--- src/rtl/i2c_cmd_seq.sv ---
module i2c_cmd_seq (
  input  logic        clk,
  input  logic        rst_n,
  input  logic        cmd_valid,
  input  logic [31:0] cmd_word,
  output logic [19:0] status,
  output logic        ev_done_stop,
  output logic        ev_done_nostop,
  output logic        ev_arb_lost,
  output logic        ev_bus_err,
  input  logic [7:0]  wr_data,
  output logic        wr_take,
  output logic [7:0]  rx_data,
  output logic        rx_valid,
  output logic        eng_req,
  output logic [1:0]  eng_op,
  output logic [7:0]  eng_wdata,
  output logic        eng_ack_out,
  input  logic        eng_done,
  input  logic        eng_rx_ack,
  input  logic [7:0]  eng_rdata,
  input  logic        eng_arb_lost,
  input  logic        eng_bus_err
);
  localparam int LEN_W = 11;
  localparam logic [1:0] OP_START = 2'd0, OP_WR = 2'd1, OP_RD = 2'd2, OP_STOP = 2'd3;

  typedef enum logic [2:0] {S_IDLE, S_START, S_MCODE, S_RSTART, S_ADR1, S_ADR2, S_DATA, S_STOP} st_t;
  st_t st;

  logic dir, ten, sben, stopen, abort_pend;
  logic [6:0] a7;
  logic [2:0] ea;
  logic [LEN_W-1:0] len, cnt;
  logic [1:0] op_f, state_f;
  logic [2:0] cause;

  wire busy      = state_f == 2'd1;
  wire ovf       = |cmd_word[31:26];
  wire last_byte = LEN_W'(cnt + 1'b1) == len;
  wire step      = eng_done && !eng_arb_lost && !eng_bus_err && st != S_IDLE;
  wire addr_end  = (st == S_ADR2 || (st == S_ADR1 && !ten)) && eng_rx_ack;
  wire data_end  = st == S_DATA && (dir || eng_rx_ack) && last_byte;
  wire finish    = step && ((addr_end && len == '0) || data_end);

  assign status  = {cnt, 2'b00, cause, state_f, op_f};
  assign eng_req = st != S_IDLE;
  assign eng_ack_out = !last_byte;

  always_comb begin
    eng_op    = OP_START;
    eng_wdata = 8'h00;
    case (st)
      S_MCODE: begin eng_op = OP_WR; eng_wdata = 8'h01; end
      S_ADR1:  begin eng_op = OP_WR; eng_wdata = ten ? {5'b11110, ea[2:1], dir} : {a7, dir}; end
      S_ADR2:  begin eng_op = OP_WR; eng_wdata = {ea[0], a7}; end
      S_DATA:  begin eng_op = dir ? OP_RD : OP_WR; eng_wdata = wr_data; end
      S_STOP:  eng_op = OP_STOP;
      default: eng_op = OP_START;
    endcase
  end

  always_ff @(posedge clk or negedge rst_n) begin
    if (!rst_n) begin
      st <= S_IDLE; dir <= 1'b0; ten <= 1'b0; sben <= 1'b0; stopen <= 1'b0;
      abort_pend <= 1'b0; a7 <= '0; ea <= '0; len <= '0; cnt <= '0;
      op_f <= 2'b11; state_f <= 2'd0; cause <= 3'd0;
      ev_done_stop <= 1'b0; ev_done_nostop <= 1'b0; ev_arb_lost <= 1'b0; ev_bus_err <= 1'b0;
      wr_take <= 1'b0; rx_valid <= 1'b0; rx_data <= 8'h00;
    end else begin
      ev_done_stop <= 1'b0; ev_done_nostop <= 1'b0; ev_arb_lost <= 1'b0; ev_bus_err <= 1'b0;
      wr_take <= 1'b0; rx_valid <= 1'b0;
      if (cmd_valid && !busy) begin
        op_f <= {1'b0, cmd_word[0]};
        cnt <= '0;
        abort_pend <= 1'b0;
        if (ovf) begin
          state_f <= 2'd3; cause <= 3'd6;
        end else begin
          state_f <= 2'd1; cause <= 3'd0; st <= S_START;
          dir <= cmd_word[0]; a7 <= cmd_word[7:1]; ea <= cmd_word[10:8];
          sben <= cmd_word[11]; ten <= cmd_word[13:12] == 2'd2;
          stopen <= cmd_word[14]; len <= cmd_word[25:15];
        end
      end else if (st != S_IDLE) begin
        if (eng_bus_err) begin
          st <= S_IDLE; state_f <= 2'd3; cause <= 3'd4; ev_bus_err <= 1'b1;
        end else if (eng_done && eng_arb_lost) begin
          st <= S_IDLE; state_f <= 2'd3; cause <= 3'd3; ev_arb_lost <= 1'b1;
        end else if (eng_done) begin
          if (st == S_DATA && (dir || eng_rx_ack)) begin
            cnt <= cnt + 1'b1;
            rx_valid <= dir;
            wr_take <= !dir;
            if (dir) rx_data <= eng_rdata;
          end
          if (finish) begin
            if (stopen) st <= S_STOP;
            else begin st <= S_IDLE; state_f <= 2'd2; ev_done_nostop <= 1'b1; end
          end else begin
            case (st)
              S_START:  st <= sben ? S_MCODE : S_ADR1;
              S_MCODE:  if (eng_rx_ack) begin cause <= 3'd2; abort_pend <= 1'b1; st <= S_STOP; end
                        else st <= S_RSTART;
              S_RSTART: st <= S_ADR1;
              S_ADR1:   if (!eng_rx_ack) begin cause <= 3'd0; abort_pend <= 1'b1; st <= S_STOP; end
                        else st <= ten ? S_ADR2 : S_DATA;
              S_ADR2:   if (!eng_rx_ack) begin cause <= 3'd0; abort_pend <= 1'b1; st <= S_STOP; end
                        else st <= S_DATA;
              S_DATA:   if (!dir && !eng_rx_ack) begin cause <= 3'd1; abort_pend <= 1'b1; st <= S_STOP; end
              S_STOP:   begin
                          st <= S_IDLE;
                          state_f <= abort_pend ? 2'd3 : 2'd2;
                          ev_done_stop <= !abort_pend;
                        end
              default:  st <= S_IDLE;
            endcase
          end
        end
      end
    end
  end

  p_req_only_busy_r12: assert property (@(posedge clk) disable iff (!rst_n)
    eng_req |-> status[3:2] == 2'd1);
  p_ignore_busy_r12: assert property (@(posedge clk) disable iff (!rst_n)
    (status[3:2] == 2'd1 && cmd_valid && !eng_done && !eng_bus_err) |=> $stable(status));
  p_one_event_r5: assert property (@(posedge clk) disable iff (!rst_n)
    $onehot0({ev_done_stop, ev_done_nostop, ev_arb_lost, ev_bus_err}));
  p_stop_before_done_r5: assert property (@(posedge clk) disable iff (!rst_n)
    ev_done_stop |-> $past(eng_op == OP_STOP && eng_done));
  p_arb_cause_r9: assert property (@(posedge clk) disable iff (!rst_n)
    ev_arb_lost |-> (status[6:4] == 3'd3 && status[3:2] == 2'd3 && !eng_req));
  p_count_bound_r2: assert property (@(posedge clk) disable iff (!rst_n)
    status[19:9] <= len);
  p_berr_drop_r10: assert property (@(posedge clk) disable iff (!rst_n)
    ev_bus_err |-> (!eng_req && status[6:4] == 3'd4));
endmodule

--- config.mk ---
export PLATFORM = sky130hd
export DESIGN_NAME = i2c_cmd_seq
export DESIGN_NICKNAME = d
export VERILOG_FILES = /design/src/rtl/i2c_cmd_seq.sv
export SDC_FILE = /design/constraint.sdc
export NUM_CORES = 1
export LEC_CHECK = 0
export CAP_MARGIN = 20
export CORE_MARGIN = 2
export CORE_UTILIZATION = 48
export DETAILED_ROUTE_END_ITERATION = 10
export PLACE_DENSITY = 0.86
export SLEW_MARGIN = 25
export SYNTH_ARGS = -nofsm -noshare
export SYNTH_HDL_FRONTEND = slang
export SYNTH_SLANG_ARGS = --single-unit
--- constraint.sdc ---
create_clock -name clk -period 2.5 [get_ports clk]
set_clock_uncertainty 0.05 [all_clocks]
set_input_delay 0.5 -clock clk [delete_from_list [all_inputs] [get_ports clk]]
set_output_delay 0.5 -clock clk [all_outputs]
set_load 0.005 [all_outputs]
==> reports/results.ini, run 1 <==
[detailed_routing]
drc = 0
wire_per_inst_um = 17.3
firstDrtPassIters = 6
ant_nets = 0
drtIter0Drc = 295
route.vias.total = 3342
routed_wl_um = 10100
routed_via_density = 5.74

[floorplanning]
die_x_um = 87.9
die_area_um2 = 7730
start_util_pct = 49.8
pin_count = 101
die_y_um = 87.9
num_rows = 30
core_um2 = 6790

[timing]
tns_ns = -0.0953
rsz0062_at_grt = yes
setup_viol = 3
fmax_mhz = 392
worst_slew_pin_slew_ns = 0.513
setup_slack_ns = -0.0540
slew_viol_final = 0
period_needed_ns = 2.55
slew_headroom_pct = 65.8
hold_viol_final = 0
finalCritPeriodShare_pct = 102

[synthesis]
synthTopCellsByArea = dfrtp_1, mux2_2, nor2_1, xnor2_1, a21oi_1
ys_seq_area_share_pct = 45.2
yosysUniqueCellTypes = 54
syn_area_per_cell_um2 = 9.74
synth_top_area_share_pct = 43.7
synthCells = 347
yosys.area.top_type = dfrtp_1
synth_area_um2 = 3380
synth_flop_cell = dfrtp_1
ys_warn_count = 0
yosysMostFrequentCell = dfrtp_1
yosys-top-cells-count = dfrtp_1, nor2_1, mux2_2, nand2_1, a21oi_1
async_reset_ff_share_pct = 100
ys_ff_latch = 61
synth_enable_flop_cells = 0

[global_route]
gr-usage-all-layers_pct = 27.0
overflow = 0
grt_max_degree = 42
grt_pass1_vias = 3381
grt_pass1_wl_um = 16000
antenna_found_initial = 0

[run_status]
violations = setup timing
status = finished, violations left

[clock_network]
cts_max_path_buffers = 2
ctsRootBufferMaster = clkbuf_8
clk_pin_slew_ns = 0.08
cts_hold_buf = 0
cts_buffers = 9
cts_tree = yes
cts_max_level = 3
clk_latency_ns = 0.34
cts_sinks = 61

[job]
cap_violations = 0

[setup_path]
crit_type = flip-flop to output pin
cp_max_fo = 5
r2r_start = st[0]$_DFFE_PN0P_
worst_ep_arrival_time_ns = 2.00
cp-start-kind = flip-flop
reg2reg_to = state_f[0]$_DFFE_PN0P_
ff2ff_path_depth = 9
cp-end-kind = output pin
rrSetupSlack_ns = 0.08
crit_required_ns = 1.95

[layout]
fin_cells = 582
nets = 537
num-fill-cells = 437
layout-drive-gt1-share_pct = 27.0
area_growth_syn_to_layout_pct = 51.4
antenna_cells = 0

[place]
gp_congestion = 0.837
dp_cells = 555
io_buffers = 98
dp_hpwl_um = 6700
place_ws_ns = -0.0444

[pwr]
power.leakage_nw = 2.31
ir_worst_vdd_v = 0.000468
powerDensity_nw_per_um2 = 586
power_mw = 3.00

[hold_path]
hold_class = input pin to async pin

-- worst max path at each step --
stage / endpoint / depth (start not counted) / from
final: eng_ack_out / 7 / cnt[0]$_DFFE_PN0P_
after global routing: eng_ack_out / 7 / cnt[1]$_DFFE_PN0P_
after CTS: eng_ack_out / 7 / cnt[0]$_DFFE_PN0P_
after detailed placement: eng_ack_out / 7 / cnt[0]$_DFFE_PN0P_
after global placement: eng_ack_out / 7 / cnt[0]$_DFFE_PN0P_
after floorplan: st[1]$_DFFE_PN0P_ / 8 / cnt[0]$_DFFE_PN0P_
-- timing repair --
action	in CTS	in global routing
setup buffers	7	4
endpoints found under the setup margin	10	11
pin swaps	8	9
gates resized for setup	18	22
-- cells by family (layout without fill, tap and decap cells) --
family                     after synthesis  after routing  share of synthesized area, %
buffers and inverters                   32            170                          4.48
adders and majority gates                1              1                         0.370
and+or+nand+nor                        124            124                          18.9
muxes                                   38             38                          12.6
other                                    1              2                         0.111
DFF                                     61             61                          45.2
xor gates and xnor gates                23             23                          5.96
AOI/OAI and AO/OA                       67             67                          12.3
-- flip-flops by register name, indices dropped and copies added, names as in the netlist, 3 cells and up --
| register | cells |
|---|---|
| a7 | 7 |
| st | 3 |
| len | 11 |
| ea | 3 |
| rx_data | 8 |
| cnt | 11 |
| cause | 3 |
-- worst max-delay path: stages, from the launching register on --
cell      delay [ns]
dfrtp_2         0.44
buf_4           0.15
nand3_4         0.11
nor4_2          0.41
nor4_2          0.11
a31oi_2         0.23
nand2_2         0.09
clkbuf_2        0.12
-- area by class of cell --
type                            count  area, um2  share of cell area (%)
Multi-Input combinational cell    255       1830                    35.7
Sequential cell                    61       1540                    30.0
Timing Repair Buffer              146       1380                    27.0
Clock buffer                       10        138                    2.69
Tap cell                           96        120                    2.35
Clock inverter                      6       86.3                    1.69
Inverter                            8       30.0                   0.587
-- per-stage QoR --
| step | cell area [um2] | hold WS, ns | utilization, % |
|---|---|---|---|
| floorplan | 3380 | 0.154 | - |
| global placement | 4660 | 0.397 | 68.6 |
| detailed placement | 4660 | 0.399 | 68.6 |
| CTS | 5020 | 0.0889 | 73.8 |
| global route | 5120 | 0.106 | 75.3 |
| finish | 5120 | 0.0674 | 75.3 |
-- report_power, final --
group	internal, mW	switching [mW]	leakage (nW)	total [mW]
sequential	1.07	0.0944	0.801	1.17
clock	0.586	0.405	0.112	0.991
combinational	0.442	0.399	1.39	0.841
-- layer usage --
metal,track usage [%],wire [um],vias up
met4,13.6,410,0
met1,32.4,3830,1608
met2,45.8,5100,192
met3,6.03,746,50
met5,0,0,-
li1,-,-,1492
-- layout by cell type (no fill, tap or decap), types with 2 or more instances in the layout --
| cell type | count |
|---|---|
| nor4_2 | 3 |
| o21ai_2 | 2 |
| dfstp_2 | 2 |
| conb_1 | 2 |
| nand2b_1 | 5 |
| clkbuf_8 | 10 |
| buf_4 | 45 |
| bufinv_16 | 2 |
| buf_12 | 2 |
| dfrtp_2 | 5 |
| mux2i_1 | 4 |
| xor2_1 | 8 |
| dlymetal6s2s_1 | 8 |
| and3_1 | 3 |
| o22ai_1 | 3 |
| nor2_1 | 43 |
| o21ai_0 | 18 |
| o2111ai_1 | 2 |
| mux2_2 | 33 |
| nand2_1 | 25 |
| nand3_1 | 4 |
| nand3_4 | 2 |
| xnor2_1 | 14 |
| nor4_1 | 5 |
| a21oi_1 | 20 |
| a32o_1 | 3 |
| clkinv_2 | 2 |
| and2_1 | 3 |
| o21ai_1 | 2 |
| or3_1 | 7 |
| nand4_1 | 4 |
| dfrtp_1 | 54 |
| a31oi_1 | 2 |
| clkdlybuf4s50_1 | 88 |
| inv_1 | 8 |
| nor3_1 | 5 |
| o21a_1 | 3 |
Power figures use the tool's default switching activity.
==> run 2, diff against run 1 <==
--- a/config.mk
+++ b/config.mk
@@ -10,6 +10,7 @@
 export CORE_UTILIZATION = 48
 export DETAILED_ROUTE_END_ITERATION = 10
 export PLACE_DENSITY = 0.86
+export SETUP_SLACK_MARGIN = 0.5
 export SLEW_MARGIN = 25
 export SYNTH_ARGS = -nofsm -noshare
 export SYNTH_HDL_FRONTEND = slang
==> run 2 against run 1 <==
Highest routed layer unchanged. Critical endpoint unchanged. Cell count is 4.3% higher. Setup slack got worse by 0.085 ns. The flow still finishes with violations (setup timing). First-iteration DRC count decreased by 4.7%. Count of clock-buffer cells in the layout down 1.
==> reports/results.ini, run 2 (synthesis results as in run 1) <==
[timing]
whs_ns = 0.104  ; was 0.0674 ns
setup_viol = 1  ; was 3
rsz0062_at_grt = yes  ; unchanged
slew_viol_final = 0  ; unchanged
setup_slack_ns = -0.139  ; was -0.0540 ns
worst_slew_pin_slew_ns = 0.650  ; was 0.513 ns
period_needed_ns = 2.64  ; was 2.55 ns
finalCritPeriodShare_pct = 106  ; was 102%
hold_viol_final = 0  ; unchanged
slew_headroom_pct = 56.7  ; was 65.8%
tns_ns = -0.139  ; was -0.0953 ns
fmax_mhz = 379  ; was 392 MHz

[clock_network]
clk_pin_slew_ns = 0.09  ; was 0.08 ns
cts_max_level = 3  ; unchanged
cts_hold_buf = 0  ; unchanged
ctsRootBufferMaster = clkbuf_8  ; unchanged
cts_sinks = 61  ; unchanged
cts_max_path_buffers = 2  ; unchanged
cts_tree = yes  ; unchanged
clk_latency_ns = 0.36  ; was 0.34 ns
cts_buffers = 9  ; unchanged

[detailed_routing]
ant_nets = 0  ; unchanged
drc = 0  ; unchanged
route.vias.total = 3621  ; was 3342
wire_per_inst_um = 20.9  ; was 17.3 um
firstDrtPassIters = 6  ; unchanged
routed_via_density = 5.97  ; was 5.74
drtIter0Drc = 281  ; was 295
routed_wl_um = 12700  ; was 10100 um

[global_route]
grt_max_degree = 36  ; was 42
grt_pass1_vias = 3383  ; was 3381
gr-usage-all-layers_pct = 26.9  ; was 27.0%
overflow = 0  ; unchanged
antenna_found_initial = 0  ; unchanged
grt_pass1_wl_um = 15900  ; was 16000 um

[place]
placed_cell_area_um2 = 4630  ; was 4660 um2
gp_congestion = 0.895  ; was 0.837
io_buffers = 98  ; unchanged
dp_hpwl_um = 6690  ; was 6700 um

[layout]
multi_input_area_um2 = 2180  ; was 1830 um2
design_area_um2 = 5670  ; was 5120 um2
layout_commonest_cell = clkdlybuf4s50_1  ; unchanged
fin_util_pct = 83.5  ; was 75.3%
layout-drive-gt1-share_pct = 42.5  ; was 27.0%
num-fill-cells = 351  ; was 437
regArea_um2 = 1540  ; about the same
antenna_cells = 0  ; unchanged
area_growth_syn_to_layout_pct = 67.8  ; was 51.4%
final_cell_mix = clkdlybuf4s50_1, dfrtp_1, buf_4, nor2_1, buf_6  ; was clkdlybuf4s50_1, dfrtp_1, buf_4, nor2_1, mux2_2
nets = 562  ; was 537
reg.largest.list = cnt (11), len (11), rx_data (8)  ; unchanged

[setup_path]
crit_path_cell_trace = xnor2_1 > nor3_1 > o21ai_0 > a31oi_2 > nand2_2 > buf_6  ; was buf_4 > nand3_4 > nor4_2 > nor4_2 > a31oi_2 > nand2_2 > clkbuf_2
crit_type = flip-flop to output pin  ; unchanged
path_buf_inv = 1  ; was 2
crit_required_ns = 1.95  ; about the same
path_delay_family = compound AO/OA/AOI/OAI gates  ; was simple AND/OR/NAND/NOR gates
worst_ep_arrival_time_ns = 2.09  ; was 2.00 ns
cp-start-kind = flip-flop  ; unchanged
slowest_delay_ns = 0.42  ; was 0.44 ns
cp_max_fo = 4  ; was 5
slowest_stage = dfrtp_1  ; was dfrtp_2
cp-end-kind = output pin  ; unchanged

[pwr]
powerDensity_nw_per_um2 = 582  ; was 586 nW/um2
ir_worst_vdd_v = 0.000447  ; was 0.000468 V
power.leakage_nw = 2.47  ; was 2.31 nW

[floorplanning]
core_um2 = 6790  ; unchanged
die_area_um2 = 7730  ; unchanged
pin_count = 101  ; unchanged
die_x_um = 87.9  ; unchanged
num_rows = 30  ; unchanged
die_y_um = 87.9  ; unchanged
start_util_pct = 49.8  ; unchanged

[run_status]
status = finished, violations left  ; unchanged
violations = setup timing  ; unchanged

[job]
cap_violations = 0  ; unchanged

[hold_path]
hold_class = input pin to async pin  ; unchanged

## run 2: changes by cell type in the layout (fill, tap and decap cells not counted), moves of 6 or more
cell / delta
o21ai_1: +7
buf_6: +32
xnor2_1: -6
clkdlybuf4s50_1: -8
a21oi_2: +6
nor2_4: +7
o21ai_0: -8
a21oi_1: -6
nor2_1: -9
buf_2: +10
dlymetal6s2s_1: -6
## run 2: layer usage
layer | GRT usage (%) | vias up | part of all wire (%)
li1 | - | 1538 | -
met1 | 31.4 | 1746 | 36
met4 | 13.6 | 0 | 5.6
met3 | 7.63 | 79 | 7.7
met2 | 45.2 | 258 | 51
met5 | 0 | - | 0
## run 2: power breakdown
group,total (mW),internal [mW],leakage (nW),switching [mW]
sequential,1.18,1.07,0.795,0.110
clock,0.913,0.465,0.100,0.448
combinational,1.21,0.633,1.57,0.577
total,3.30,2.17,2.47,1.14
## run 2: worst register-to-register path, stage by stage, from the launching register on
cell and delay (ns):
dfrtp_1 0.42, xnor2_1 0.35, nor3_1 0.13, o21ai_0 0.40, a31oi_2 0.20, nand2_2 0.14, buf_6 0.14, mux2_4 0.32
a32oi_2 0.21
## run 2: final cells by class
| cell class | count | area share, % |
|---|---|---|
| Inverter | 8 | 0.595 |
| Tap cell | 96 | 2.12 |
| Multi-Input combinational cell | 256 | 38.5 |
| Sequential cell | 61 | 27.1 |
| Clock inverter | 7 | 1.30 |
| Clock buffer | 9 | 2.18 |
| Timing Repair Buffer | 170 | 28.2 |
## run 2: what timing repair did
item	CTS	global route
setup buffers	28	12
setup endpoints to repair	38	44
cloned	0	1
pin swaps	35	37
gates resized for setup	110	84
## run 2: final timing paths
check | endpoint | from | slack, ns | depth (start not counted)
worst max register to register | st[0]$_DFFE_PN0P_ | len[10]$_DFFE_PN0P_ | 0.06 | 8
worst min register to register | op_f[1]$_DFFE_PN1P_ | op_f[1]$_DFFE_PN1P_ | 0.44 | 1
min in group clk | op_f[1]$_DFFE_PN1P_ | op_f[1]$_DFFE_PN1P_ | 0.44 | 1
worst min-delay path | cnt[4]$_DFFE_PN0P_ | rst_n | 0.10 | 1
max in group asynchronous | ten$_DFFE_PN0P_ | rst_n | 1.66 | 2
worst max-delay path | eng_ack_out | len[10]$_DFFE_PN0P_ | -0.14 | 6
## run 2: per-stage QoR
stage | std cells | total power [mW] | setup WS [ns]
after global routing | 607 | 3.42 | -0.167
final | 607 | 3.30 | -0.139
after global placement | 550 | 1.89 | 0.0106
after CTS | 594 | 3.07 | -0.00373
after floorplan | 348 | 1.58 | 0.493
after detailed placement | 550 | 1.91 | -0.0456
==> run 3, diff against run 2 <==
--- a/config.mk
+++ b/config.mk
@@ -15,3 +15,4 @@
 export SYNTH_ARGS = -nofsm -noshare
 export SYNTH_HDL_FRONTEND = slang
 export SYNTH_SLANG_ARGS = --single-unit
+export TNS_END_PERCENT = 100
==> results of run 3 <==
Final layout, timing and power as in run 2 (identical DEF).
